--- config.mk ---
export PLATFORM = sky130hd
export DESIGN_NAME = win_watchdog
export DESIGN_NICKNAME = d
export VERILOG_FILES = /design/src/rtl/wdg_pkg.sv /design/src/rtl/wdg_cfg_reg.sv /design/src/rtl/wdg_svc_seq.sv /design/src/rtl/wdg_counter.sv /design/src/rtl/win_watchdog.sv
export SDC_FILE = /design/constraint.sdc
export NUM_CORES = 1
export LEC_CHECK = 0
export BUFFER_PORTS_ARGS = -buffer_cell sky130_fd_sc_hd__buf_2
export CAP_MARGIN = 20
export CORE_MARGIN = 1.5
export CORE_UTILIZATION = 50
export CTS_CLUSTER_SIZE = 30
export DETAILED_ROUTE_END_ITERATION = 16
export PLACE_DENSITY = 0.73
export SETUP_SLACK_MARGIN = 0.02
export SLEW_MARGIN = 30
export SYNTH_ARGS = -nofsm -noshare
export SYNTH_HDL_FRONTEND = slang
export SYNTH_HIERARCHICAL = 1
export SYNTH_SLANG_ARGS = --single-unit
--- constraint.sdc ---
create_clock -name clk -period 3.91 [get_ports clk]
set_input_delay 0.5865 -clock clk [delete_from_list [all_inputs] [get_ports clk]]
set_output_delay 0.5865 -clock clk [all_outputs]
set_load 0.01 [all_outputs]
--- src/rtl/wdg_pkg.sv ---
package wdg_pkg;
  typedef enum logic [1:0] {
    CAUSE_OVF   = 2'd0,
    CAUSE_EARLY = 2'd1,
    CAUSE_STOP  = 2'd2
  } cause_e;

  localparam logic [7:0] KEY_ARM   = 8'h55;
  localparam logic [7:0] KEY_FIRE  = 8'hAA;
  localparam logic [7:0] CFG_INIT  = 8'hC0;
  localparam logic [7:0] CFG_MASK  = 8'hF8;
endpackage

--- src/rtl/wdg_cfg_reg.sv ---
module wdg_cfg_reg
  import wdg_pkg::*;
(
  input  logic       clk,
  input  logic       rst,
  input  logic       we,
  input  logic [7:0] wdata,
  input  logic       src_in,
  input  logic       win_in,
  output logic [7:0] rdata,
  output logic [1:0] code,
  output logic       stop_en,
  output logic       src_bus,
  output logic       win_en,
  output logic       locked
);
  logic [7:0] cfg_q;

  always_ff @(posedge clk) begin
    if (rst) begin
      cfg_q   <= CFG_INIT;
      src_bus <= 1'b0;
      win_en  <= 1'b0;
      locked  <= 1'b0;
    end else if (we && !locked) begin
      cfg_q   <= wdata & CFG_MASK;
      src_bus <= src_in;
      win_en  <= win_in;
      locked  <= 1'b1;
    end
  end

  assign rdata   = cfg_q;
  assign code    = cfg_q[7:6];
  assign stop_en = cfg_q[5];
endmodule

--- src/rtl/wdg_svc_seq.sv ---
module wdg_svc_seq
  import wdg_pkg::*;
(
  input  logic       clk,
  input  logic       rst,
  input  logic       we,
  input  logic [7:0] data,
  output logic       done
);
  logic armed_q;

  always_ff @(posedge clk) begin
    if (rst)     armed_q <= 1'b0;
    else if (we) armed_q <= (data == KEY_ARM);
  end

  assign done = we && armed_q && (data == KEY_FIRE);
endmodule

--- src/rtl/wdg_counter.sv ---
module wdg_counter #(
  parameter int unsigned LP_E1  = 5,
  parameter int unsigned LP_E2  = 8,
  parameter int unsigned LP_E3  = 10,
  parameter int unsigned BUS_E1 = 13,
  parameter int unsigned BUS_E2 = 16,
  parameter int unsigned BUS_E3 = 18
) (
  input  logic       clk,
  input  logic       rst,
  input  logic [1:0] code,
  input  logic       src_bus,
  input  logic       tick_lp,
  input  logic       tick_bus,
  input  logic       clr,
  output logic       tick_sel,
  output logic       at_limit,
  output logic       in_guard
);
  localparam int unsigned TOP_E = (BUS_E3 > LP_E3) ? BUS_E3 : LP_E3;
  localparam int unsigned CW    = TOP_E + 1;
  localparam int unsigned LP_EXP  [4] = '{0, LP_E1, LP_E2, LP_E3};
  localparam int unsigned BUS_EXP [4] = '{0, BUS_E1, BUS_E2, BUS_E3};

  logic [CW-1:0] per_lp   [4];
  logic [CW-1:0] per_bus  [4];
  logic [CW-1:0] open_bus [4];

  for (genvar g = 0; g < 4; g++) begin : g_code
    if (g == 0) begin : g_off
      assign per_lp[g]   = '0;
      assign per_bus[g]  = '0;
      assign open_bus[g] = '0;
    end else begin : g_on
      assign per_lp[g]   = CW'(1) << LP_EXP[g];
      assign per_bus[g]  = CW'(1) << BUS_EXP[g];
      assign open_bus[g] = per_bus[g] - (per_bus[g] >> 2);
    end
  end

  logic          en;
  logic [CW-1:0] lim, wopen, cnt_q;

  assign en       = (code != 2'd0);
  assign tick_sel = src_bus ? tick_bus : tick_lp;

  always_comb begin
    lim   = src_bus ? per_bus[code] : per_lp[code];
    wopen = src_bus ? open_bus[code] : '0;
  end

  always_ff @(posedge clk) begin
    if (rst || !en)    cnt_q <= '0;
    else if (clr)      cnt_q <= '0;
    else if (tick_sel) cnt_q <= cnt_q + 1'b1;
  end

  assign at_limit = en && (cnt_q >= lim - 1'b1);
  assign in_guard = en && (cnt_q < wopen);
endmodule

--- src/rtl/win_watchdog.sv ---
module win_watchdog
  import wdg_pkg::*;
#(
  parameter int unsigned LP_E1  = 5,
  parameter int unsigned LP_E2  = 8,
  parameter int unsigned LP_E3  = 10,
  parameter int unsigned BUS_E1 = 13,
  parameter int unsigned BUS_E2 = 16,
  parameter int unsigned BUS_E3 = 18
) (
  input  logic       clk,
  input  logic       rst,
  input  logic       tick_lp,
  input  logic       tick_bus,
  input  logic       cfg_we,
  input  logic [7:0] cfg_wdata,
  input  logic       cfg_src_bus,
  input  logic       cfg_window,
  output logic [7:0] cfg_rdata,
  input  logic       svc_we,
  input  logic [7:0] svc_data,
  input  logic       stop_req,
  output logic       stop_go,
  output logic       rst_pulse,
  output logic [1:0] rst_cause
);
  logic [1:0] code;
  logic       stop_en, src_bus, win_en, cfg_locked;
  logic       svc_done, tick_sel, at_limit, in_guard;
  logic       illegal, early_f, good_svc, ovf, fire, clr;
  cause_e     cause;

  wdg_cfg_reg u_cfg (
    .clk(clk), .rst(rst), .we(cfg_we), .wdata(cfg_wdata),
    .src_in(cfg_src_bus), .win_in(cfg_window), .rdata(cfg_rdata),
    .code(code), .stop_en(stop_en), .src_bus(src_bus),
    .win_en(win_en), .locked(cfg_locked)
  );

  wdg_svc_seq u_svc (
    .clk(clk), .rst(rst), .we(svc_we), .data(svc_data), .done(svc_done)
  );

  wdg_counter #(
    .LP_E1(LP_E1), .LP_E2(LP_E2), .LP_E3(LP_E3),
    .BUS_E1(BUS_E1), .BUS_E2(BUS_E2), .BUS_E3(BUS_E3)
  ) u_cnt (
    .clk(clk), .rst(rst), .code(code), .src_bus(src_bus),
    .tick_lp(tick_lp), .tick_bus(tick_bus), .clr(clr),
    .tick_sel(tick_sel), .at_limit(at_limit), .in_guard(in_guard)
  );

  always_comb begin
    illegal  = stop_req && !stop_en;
    early_f  = svc_done && win_en && in_guard;
    good_svc = svc_done && (code != 2'd0) && !early_f;
    ovf      = tick_sel && at_limit && !good_svc;
    fire     = illegal || early_f || ovf;
    clr      = fire || good_svc;
    if (illegal)      cause = CAUSE_STOP;
    else if (early_f) cause = CAUSE_EARLY;
    else              cause = CAUSE_OVF;
  end

  always_ff @(posedge clk) begin
    if (rst) begin
      rst_pulse <= 1'b0;
      rst_cause <= 2'd0;
      stop_go   <= 1'b0;
    end else begin
      rst_pulse <= fire;
      rst_cause <= fire ? cause : 2'd0;
      stop_go   <= stop_req && stop_en;
    end
  end
endmodule

==> metrics.txt, run 1 <==
result of the run complete, no violations; met2 usage in global routing 0.299; Reg area 641 um^2; number of I/O port buffers 30; number of antenna violations at the first check in global routing 0; synthesized area per cell 8.52 um^2; later-pin clock latency in the skew report 0.28 ns; Post-Syn Area between 0.002 and 0.0025 mm^2; diode insertion count for antenna repair 0; Overflow after GRT 0; Placed Instances between 300 and 400; number of buffers between clock root and the deepest sink 2; Max FO, Critical Path 19; setup repair after global routing missed its margin no; worst stage delay on the critical path 0.64 ns; vias in the first global route approximately 1,500; worst path required time 4.11 ns; Layout Cell Area excl Fill 0.00232 mm^2; endpoint kind of the worst setup timing path register; ratio of routed vias to standard cells 5.54; number of ports placed on the die boundary 37; slew margin rel. 0.555; most utilized layer in the global route result met2; master cell of the clock root buffer sky130_fd_sc_hd__clkbuf_8; # rows 23; Leakage Power 0.000937 uW; post-CTS repair timing setup buffer count 0; ratio of total power to cell area 302 mW/mm^2; count of vias placed by the detailed router 1,785; GR Util All Layers 0.195; level count of the clock H-tree 2; number of buffers and inverters on the critical path 1; number of nets with antenna violations after detailed routing 0; Hold Path Class register to register; number of max-cap violations 0; Final nets 317; GR met1 Demand/Resource 0.265; Chip Height 67.6 um; number of pins exceeding their max-slew limit in the final report 0; share of the synthesized area in the top cell type 0.307; Hold Fails Final Rpt 0; TritonCTS clock tree done; Post-Place Worst Slack 0.581 ns; # resized after CTS 0; TritonCTS Sinks 32; die span in x 67.6 um; final setup vio count 0; initial cell density of the core 0.522; Total Wirelength 4.11 mm; worst vdd rail ir drop 0.227 mV; Post-CTS Hold Buffers 0; placed cell area 0.00223 mm^2; dominant delay contributor by cell family on the critical path simple AND/OR/NAND/NOR gates; final non-filler cell total 322; worst-margin pin slew 0.667 ns; setup slack of the critical path after layout 0.578 ns; arrival time worst endpoint 3.53 ns; total of flip-flops plus latches after synthesis 32; filler instances 393; first-pass GRT wire length between 6 and 7 mm; count of distinct cell types in the synthesized netlist 48; clock slew at reported path FFs 0.07 ns; number of design-rule violations left by the first detailed-router iteration 49; layout-stage area growth over the synthesis result 11.2%; share of post-route cells with drive strength above 1 0.180; TritonCTS Buffers 5; number of iterations in the first detailed-routing pass 4; Max Fclk 300 MHz; routability congestion estimate 0.796; share of async-settable or async-resettable flops after synthesis 0; top cells by area, synth sky130_fd_sc_hd__dfxtp_1 31%, sky130_fd_sc_hd__ha_1 13%, sky130_fd_sc_hd__a21oi_1 4.6%, sky130_fd_sc_hd__nand4bb_1 3.8%, sky130_fd_sc_hd__nor2_1 3.6%; post-layout min period around 3.3 ns; drc violations 0; Die Footprint 0.00457 mm^2; largest clock skew in the final design 0.00296 ns; part of the Yosys area used for sequential elements 0.307; DP Wirelength 3.11 mm; setup TNS 0 ns; number of enable flip-flop cells after synthesis 0; leading area contributor after synthesis sky130_fd_sc_hd__dfxtp_1; maximum number of pins on one net before global-route repair 24; type of the setup path with the least slack register to register; standard cell core area 0.00400 mm^2; count of synthesis-stage warnings from yosys 6; Worst setup SP type register; list of cells traversed by the critical path or3b_2 > ha_1 > inv_1 > ha_1 > a21o_1 > a21o_1 > nor3_1 > o211ai_1 > nand2_1 > nand3_1 > or3_1 > a21oi_1; area of the multi-input gates 0.00133 mm^2; most used flip-flop cell after synthesis sky130_fd_sc_hd__dfxtp_1; average detailed-routed wire length per instance ~13 um; CP max stage cell sky130_fd_sc_hd__or3_1; synthesized instance count ~250; global-route track usage on met3 0.0450; Tcrit/Tclk final 0.852
[worst paths after layout]
path | from | end | depth (start not counted) | slack (ns)
max | u_cfg/src_bus | u_cnt/cnt_q[8] | 12 | 0.58
min | u_cfg/rdata[4] | u_cfg/rdata[4] | 2 | 0.47
max reg2reg | u_cfg/src_bus | u_cnt/cnt_q[8] | 12 | 0.58
min reg2reg | u_cfg/rdata[4] | u_cfg/rdata[4] | 2 | 0.47
[layout by cell type, fill, tap and decap left out, drive strengths merged, types with 2 or more instances in the layout]
cell	instances
a21o	3
a21oi	19
a31oi	2
and3	2
and4bb	2
buf	32
clkbuf	6
clkinv	2
conb	3
dfxtp	32
ha	21
inv	9
mux2i	3
nand2	17
nand2b	5
nand3	10
nand3b	2
nand4	6
nand4bb	7
nor2	20
nor2b	4
nor3	4
nor4	3
nor4b	2
o211ai	2
o21ai	15
o31ai	4
or3	10
or3b	2
or4	4
xnor2	6
xor2	4
[where the power goes]
| part | internal [uW] | total, uW | switching [uW] |
|---|---|---|---|
| clock network | 140 | 257 | 117 |
| registers | 334 | 342 | 8.25 |
| logic | 45.6 | 101 | 55.2 |
[synth_stat cells, types with 3 or more instances]
library cell	count
sky130_fd_sc_hd__o21ai_0	10
sky130_fd_sc_hd__nor2_1	20
sky130_fd_sc_hd__nand2b_1	5
sky130_fd_sc_hd__o21ai_1	5
sky130_fd_sc_hd__nand3_1	10
sky130_fd_sc_hd__inv_1	9
sky130_fd_sc_hd__clkbuf_1	5
sky130_fd_sc_hd__nand2_1	17
sky130_fd_sc_hd__a21oi_1	19
sky130_fd_sc_hd__or3_1	10
sky130_fd_sc_hd__xor2_1	4
sky130_fd_sc_hd__buf_4	6
sky130_fd_sc_hd__nand4bb_1	7
sky130_fd_sc_hd__a21o_1	3
sky130_fd_sc_hd__or4_1	3
sky130_fd_sc_hd__nor4_1	3
sky130_fd_sc_hd__nand4_1	6
sky130_fd_sc_hd__ha_1	21
sky130_fd_sc_hd__xnor2_1	6
sky130_fd_sc_hd__o31ai_1	4
sky130_fd_sc_hd__nor3_1	4
sky130_fd_sc_hd__dfxtp_1	32
[layout make-up]
cell class                 count  share of cell area
multi-input combinational    191               0.571
sequential                    32               0.276
timing repair buffer          32              0.0712
clock buffer                   6              0.0356
tap                           50              0.0270
inverter                       9              0.0146
clock inverter                 2             0.00432
[cells by family after synthesis]
kind of cell | count (synthesis) | share of synthesized area
DFF | 32 | 0.307
and+or+nand+nor | 104 | 0.306
adders and majority gates | 21 | 0.126
muxes | 3 | 0.0162
buffers and inverters | 24 | 0.0617
other | 1 | 0.00180
AOI/OAI and AO/OA | 50 | 0.140
xor gates and xnor gates | 10 | 0.0420
[layer usage]
layer,vias up,wire length [um]
li1,942,-
met1,829,2030
met2,12,1970
met3,2,76
met4,0,29
met5,-,0
[worst reg2reg max path, stage by stage, from the launching register on]
cell and delay (ns):
sky130_fd_sc_hd__dfxtp_1 0.43, sky130_fd_sc_hd__or3b_2 0.51, sky130_fd_sc_hd__ha_1 0.28, sky130_fd_sc_hd__inv_1 0.11
sky130_fd_sc_hd__ha_1 0.24, sky130_fd_sc_hd__a21o_1 0.15, sky130_fd_sc_hd__a21o_1 0.17, sky130_fd_sc_hd__nor3_1 0.22
sky130_fd_sc_hd__o211ai_1 0.11, sky130_fd_sc_hd__nand2_1 0.09, sky130_fd_sc_hd__nand3_1 0.07, sky130_fd_sc_hd__or3_1 0.64
sky130_fd_sc_hd__a21oi_1 0.24
[per-stage QoR]
step	utilization	total power, uW	hold slack [ns]
2_1_floorplan	-	424	0.455
3_3_place_gp	0.557	447	0.453
3_5_place_dp	0.557	450	0.459
4_1_cts	0.580	707	0.470
5_1_grt	0.580	735	0.495
6_report	0.580	700	0.466
[sequential cells by signal, indices dropped and copies added, names as in the netlist]
name	flops
u_cfg/src_bus	1
stop_go	1
u_cfg/locked	1
u_cnt/cnt_q	19
u_cfg/rdata	5
u_cfg/win_en	1
u_svc/armed_q	1
rst_cause	2
rst_pulse	1
(Power assumes the default switching activity.)
==> inputs of run 2 (changes only) <==
Settings changed: CORE_MARGIN 1.5 to default.
==> run 2 against run 1 <==
Clock power up 4%. Die area is 2.9% lower. Power increased by 1.2%. Cell area hardly changed. First-iteration DRC count rose by 45%. Largest power group unchanged. Highest routed layer unchanged. Worst hold slack better by 0.0039 ns. Final cell count stayed put. Largest cell class unchanged. Via count up 0.39%.
==> metrics.txt, run 2 (same netlist as run 1, synthesis figures left out) <==
setup slack of the critical path after layout 0.564 ns; number of ports placed on the die boundary 37; number of flip-flops in the largest register 19; commonest cells after routing, fill and taps aside 32 x sky130_fd_sc_hd__dfxtp_1, 30 x sky130_fd_sc_hd__buf_2, 21 x sky130_fd_sc_hd__ha_1; number of iterations in the first detailed-routing pass 4; number of antenna violations at the first check in global routing 0; setup repair after global routing missed its margin no; GR Util All Layers 0.204; TritonCTS Sinks 32; endpoint kind of the worst setup timing path register; number of I/O port buffers 30; largest register by flop count u_cnt/cnt_q; # rows 23; first-pass GRT wire length 6.84 mm; ratio of total power to cell area 305 mW/mm^2; share of the core filled with cells 0.580; number of buffers and inverters on the critical path 1; type of the setup path with the least slack register to register; Max FO, Critical Path 19; routability congestion estimate ~0.76; setup TNS 0 ns; CP max stage cell sky130_fd_sc_hd__or3_1; die span in x 66.6 um; post-CTS repair timing setup buffer count 0; average detailed-routed wire length per instance ~13 um; met2 usage in global routing 0.294; initial cell density of the core 0.522; Chip Height 66.6 um; dominant delay contributor by cell family on the critical path simple AND/OR/NAND/NOR gates; GR met1 Demand/Resource 0.281; Worst setup SP type register; worst-margin pin slew 0.690 ns; drc violations 0; number of design-rule violations left by the first detailed-router iteration 71; post-route worst hold slack 0.470 ns; arrival time worst endpoint 3.56 ns; register-to-register path setup slack 0.56 ns; largest clock skew in the final design 0.0117 ns; end of the worst hold path u_cfg/rdata[4]; list of cells traversed by the critical path or3b_2 > ha_1 > inv_1 > ha_1 > a21o_1 > a21o_1 > nor3_1 > o211ai_1 > nand2_1 > nand3_1 > or3_1 > a21oi_1; beginning of the worst register-to-register path u_cfg/src_bus; vias in the first global route 1,481; most frequent standard cell in the layout excluding fill and tap cells sky130_fd_sc_hd__dfxtp_1; worst reg2reg path endpoint u_cnt/cnt_q[12]; Die Footprint about 0.0044 mm^2; number of nets with antenna violations after detailed routing 0; number of pins exceeding their max-slew limit in the final report 0; Tcrit/Tclk final 0.856; Cells on Worst Hold Path 2; Final nets 317; depth of the most critical reg-to-reg path 12; Post-Place Worst Slack approximately 0.6 ns; Overflow after GRT 0; TritonCTS Buffers 5; Layout Cell Area excl Fill 0.00232 mm^2; Leakage Power 0.000931 uW; Max Fclk about 300 MHz; level count of the clock H-tree 2; DP Wirelength 3.02 mm; post-layout min period 3.35 ns; final setup vio count 0; share of post-route cells with drive strength above 1 0.176; TritonCTS clock tree done; global-route track usage on met3 0.0616; later-pin clock latency in the skew report 0.29 ns; most utilized layer in the global route result met2; # resized after CTS 0; clock slew at reported path FFs roughly 0.07 ns; maximum number of pins on one net before global-route repair 24; worst stage delay on the critical path around 0.65 ns; number of max-cap violations 0; worst path required time 4.13 ns; result of the run complete, no violations; count of vias placed by the detailed router 1,792; placed cell area 0.00223 mm^2; layout-stage area growth over the synthesis result 11.2%; standard cell core area between 0.004 and 0.005 mm^2; master cell of the clock root buffer sky130_fd_sc_hd__clkbuf_8; ratio of routed vias to standard cells 5.57; slew margin rel. 0.540; Hold Path Class register to register; diode insertion count for antenna repair 0; Hold Fails Final Rpt 0; number of buffers between clock root and the deepest sink 2; worst vdd rail ir drop 0.265 mV; beginning of the worst hold path u_cfg/rdata[4]; Total Wirelength 4.12 mm; Post-CTS Hold Buffers 0
-- run 2: worst max-delay path by stage --
stage	endpoint	slack, ns	depth (start not counted)	startpoint
after detailed placement	u_cnt/cnt_q[1]	0.59	12	u_cfg/src_bus
after floorplan	u_cnt/cnt_q[0]	0.63	16	u_cfg/rdata[6]
after global placement	u_cnt/cnt_q[3]	0.60	12	u_cfg/src_bus
after global routing	u_cnt/cnt_q[17]	0.25	13	u_cfg/src_bus
final	u_cnt/cnt_q[12]	0.56	12	u_cfg/src_bus
after CTS	u_cnt/cnt_q[12]	0.56	12	u_cfg/src_bus
-- run 2: layer usage --
layer | vias to the layer above | routed length [um]
li1 | 937 | -
met1 | 829 | 2030
met2 | 19 | 1920
met3 | 7 | 102
met4 | 0 | 68
met5 | - | 0
-- run 2: stage by stage --
step	cells	power [uW]
after global placement	314	448
after CTS	322	720
final	322	708
after global routing	322	743
after detailed placement	314	449
after floorplan	247	424
-- run 2: cell type report --
| type | count | area (um^2) |
|---|---|---|
| clock buffer | 7 | 86.3 |
| clock inverter | 1 | 7.51 |
| fill | 378 | 1680 |
| inverter | 9 | 33.8 |
| multi-input combinational | 191 | 1330 |
| sequential | 32 | 641 |
| tap | 50 | 62.6 |
| timing repair buffer | 32 | 165 |
-- run 2: tightest hold or removal path, delay by kind of cell, from the launching register on --
kind / cells / cell delay (ns)
DFF: 1 / 0.31
AOI/OAI and AO/OA: 1 / 0.06
and+or+nand+nor: 1 / 0.06
-- run 2: power by group --
group	switching (uW)	total, uW	internal, uW
Combinational	55.1	101	45.6
Clock	123	266	143
Sequential	7.69	342	334
==> inputs of run 3 (changes only) <==
Settings changed: ABC_AREA from default to 1, PLACE_DENSITY 0.73 to 0.72.
==> run 3 against run 2 <==
Flip-flop and latch count unchanged. Synthesized cell count up 38%. Via count is 19% higher. Non-clock buffer count unchanged. Die area up 6.9%.
==> metrics.txt, run 3 <==
count of distinct cell types in the synthesized netlist 29; Post-Syn Area 0.00224 mm^2; setup TNS 0 ns; number of pins exceeding their max-slew limit in the final report 0; GR Util All Layers 0.219; TritonCTS Sinks 32; setup slack of the critical path after layout 0.558 ns; leading area contributor after synthesis sky130_fd_sc_hd__dfxtp_1; ratio of total power to cell area between 300 and 400 mW/mm^2; number of antenna violations at the first check in global routing 0; Chip Height 68.9 um; synthesized instance count 339; DP Wirelength 3.59 mm; drc violations 0; number of design-rule violations left by the first detailed-router iteration 92; Max FO, Critical Path 19; worst vdd rail ir drop 0.182 mV; Post-CTS Hold Buffers 0; vias in the first global route 1,725; Post-Place Worst Slack 0.650 ns; Die Footprint 0.00474 mm^2; maximum number of pins on one net before global-route repair 20; level count of the clock H-tree 2; number of max-cap violations 0; total of flip-flops plus latches after synthesis 32; number of nets with antenna violations after detailed routing 0; number of buffers and inverters on the critical path 7; Worst setup SP type register; # resized after CTS 0; initial cell density of the core 0.540; worst path required time 4.12 ns; clock slew at reported path FFs 0.07 ns; Tcrit/Tclk final 0.857; number of ports placed on the die boundary 37; share of async-settable or async-resettable flops after synthesis 0; CP max stage cell sky130_fd_sc_hd__dfxtp_1; number of flip-flops in the largest register 19; average detailed-routed wire length per instance 11.1 um; synthesized area per cell 6.60 um^2; endpoint kind of the worst setup timing path register; setup repair after global routing missed its margin no; largest register by flop count u_cnt/cnt_q; ratio of routed vias to standard cells 5.06; later-pin clock latency in the skew report 0.28 ns; share of post-route cells with drive strength above 1 0.148; top cells by area, synth sky130_fd_sc_hd__dfxtp_1 29%, sky130_fd_sc_hd__nand2_1 13%, sky130_fd_sc_hd__ha_1 12%, sky130_fd_sc_hd__nor2_1 9.7%, sky130_fd_sc_hd__inv_1 8.1%; number of enable flip-flop cells after synthesis 0; count of vias placed by the detailed router between 2,000 and 2,500; Overflow after GRT 0; # rows 23; share of the synthesized area in the top cell type 0.287; overall power after layout 787 uW; post-CTS repair timing setup buffer count 0; Hold Fails Final Rpt 0; routability congestion estimate 0.812; part of the Yosys area used for sequential elements 0.287; dominant delay contributor by cell family on the critical path simple AND/OR/NAND/NOR gates; Max Fclk 298 MHz; diode insertion count for antenna repair 0; number of iterations in the first detailed-routing pass 4; layout-stage area growth over the synthesis result 12.0%; number of buffers between clock root and the deepest sink 2; most frequent standard cell in the layout excluding fill and tap cells sky130_fd_sc_hd__nand2_1; placed cell area around 0.0024 mm^2; Total Wirelength 4.70 mm; standard cell core area roughly 0.0041 mm^2; worst stage delay on the critical path 0.46 ns; Layout Cell Area excl Fill 0.00250 mm^2; Leakage Power about 0.0013 uW; most used flip-flop cell after synthesis sky130_fd_sc_hd__dfxtp_1; commonest cells after routing, fill and taps aside 78 x sky130_fd_sc_hd__nand2_1, 58 x sky130_fd_sc_hd__nor2_1, 48 x sky130_fd_sc_hd__inv_1; most numerous cell types in the synthesized netlist 78 x sky130_fd_sc_hd__nand2_1, 58 x sky130_fd_sc_hd__nor2_1, 48 x sky130_fd_sc_hd__inv_1, 32 x sky130_fd_sc_hd__dfxtp_1, 27 x sky130_fd_sc_hd__nand3_1; die span in x 68.9 um; first-pass GRT wire length 7.42 mm; worst-margin pin slew 0.526 ns; TritonCTS clock tree done; arrival time worst endpoint approximately 3.6 ns; largest clock skew in the final design roughly 0.0022 ns; count of synthesis-stage warnings from yosys 6; post-layout min period between 3 and 4 ns; type of the setup path with the least slack register to register; result of the run complete, no violations; Final nets ~420; master cell of the clock root buffer sky130_fd_sc_hd__clkbuf_8; TritonCTS Buffers 5; number of I/O port buffers 30; final setup vio count 0; slew margin rel. 0.648; Hold Path Class register to register; most repeated cell in the gate-level netlist after synthesis sky130_fd_sc_hd__nand2_1
-- run 3: cell count changes in the layout (fill, tap and decap cells not counted), moves of 4 or more --
cell / before / now
sky130_fd_sc_hd__nand2_1: 17 / 78
sky130_fd_sc_hd__inv_1: 9 / 48
sky130_fd_sc_hd__nor2_1: 20 / 58
sky130_fd_sc_hd__nand3_1: 10 / 27
sky130_fd_sc_hd__or3_1: 10 / 0
sky130_fd_sc_hd__nand4bb_1: 7 / 0
sky130_fd_sc_hd__xnor2_1: 6 / 0
sky130_fd_sc_hd__nand2b_1: 5 / 0
sky130_fd_sc_hd__inv_2: 0 / 4
sky130_fd_sc_hd__o21ai_1: 5 / 1
sky130_fd_sc_hd__o31ai_1: 4 / 0
-- run 3: worst paths after layout --
path | startpoint | end | slack, ns | cells past startpoint
setup reg to reg | u_cfg/rdata[6] | u_cnt/cnt_q[10] | 0.56 | 25
hold / removal | u_cnt/cnt_q[8] | u_cnt/cnt_q[8] | 0.47 | 2
hold reg to reg | u_cnt/cnt_q[8] | u_cnt/cnt_q[8] | 0.47 | 2
setup / recovery | u_cfg/rdata[6] | u_cnt/cnt_q[10] | 0.56 | 25
-- run 3: layout make-up --
| type | instances | area (um^2) |
|---|---|---|
| Clock buffer | 6 | 72.6 |
| Timing Repair Buffer | 32 | 165 |
| Tap cell | 50 | 62.6 |
| Sequential cell | 32 | 641 |
| Fill cell | 414 | 1640 |
| Inverter | 52 | 195 |
| Multi-Input combinational cell | 248 | 1330 |
| Clock inverter | 2 | 35.0 |
-- run 3: power breakdown --
group | internal [uW] | switching (uW)
Sequential | 336 | 9.72
Combinational | 50.1 | 80.1
Clock | 189 | 122
-- run 3: logic make-up after synthesis --
group	after synthesis	share of synthesized area
adder cells (fa/ha/maj)	21	0.118
buffers and inverters	61	0.121
AND/OR/NAND/NOR	186	0.376
AO/OA/AOI/OAI	37	0.0935
XOR/XNOR	1	0.00392
flip-flops	32	0.287
other	1	0.00168
-- run 3: routing by layer --
| metal | vias to the layer above | global-route usage | wire length, um |
|---|---|---|---|
| met2 | 44 | 0.340 | 2120 |
| met3 | 11 | 0.0543 | 170 |
| li1 | 1130 | - | - |
| met4 | 0 | 0.117 | 137 |
| met5 | - | 0 | 0 |
| met1 | 950 | 0.276 | 2270 |
-- run 3: tightest hold or removal path, cell delays in order, from the launching register on --
cell and delay, ns:
sky130_fd_sc_hd__dfxtp_1 0.33, sky130_fd_sc_hd__inv_1 0.05, sky130_fd_sc_hd__a21oi_1 0.05
-- run 3: per-stage QoR --
step | instances | utilization | hold WS (ns)
2_1_floorplan | 341 | - | 0.441
3_3_place_gp | 414 | 0.578 | 0.459
3_5_place_dp | 414 | 0.578 | 0.463
4_1_cts | 422 | 0.604 | 0.472
5_1_grt | 422 | 0.604 | 0.502
6_report | 422 | 0.604 | 0.474
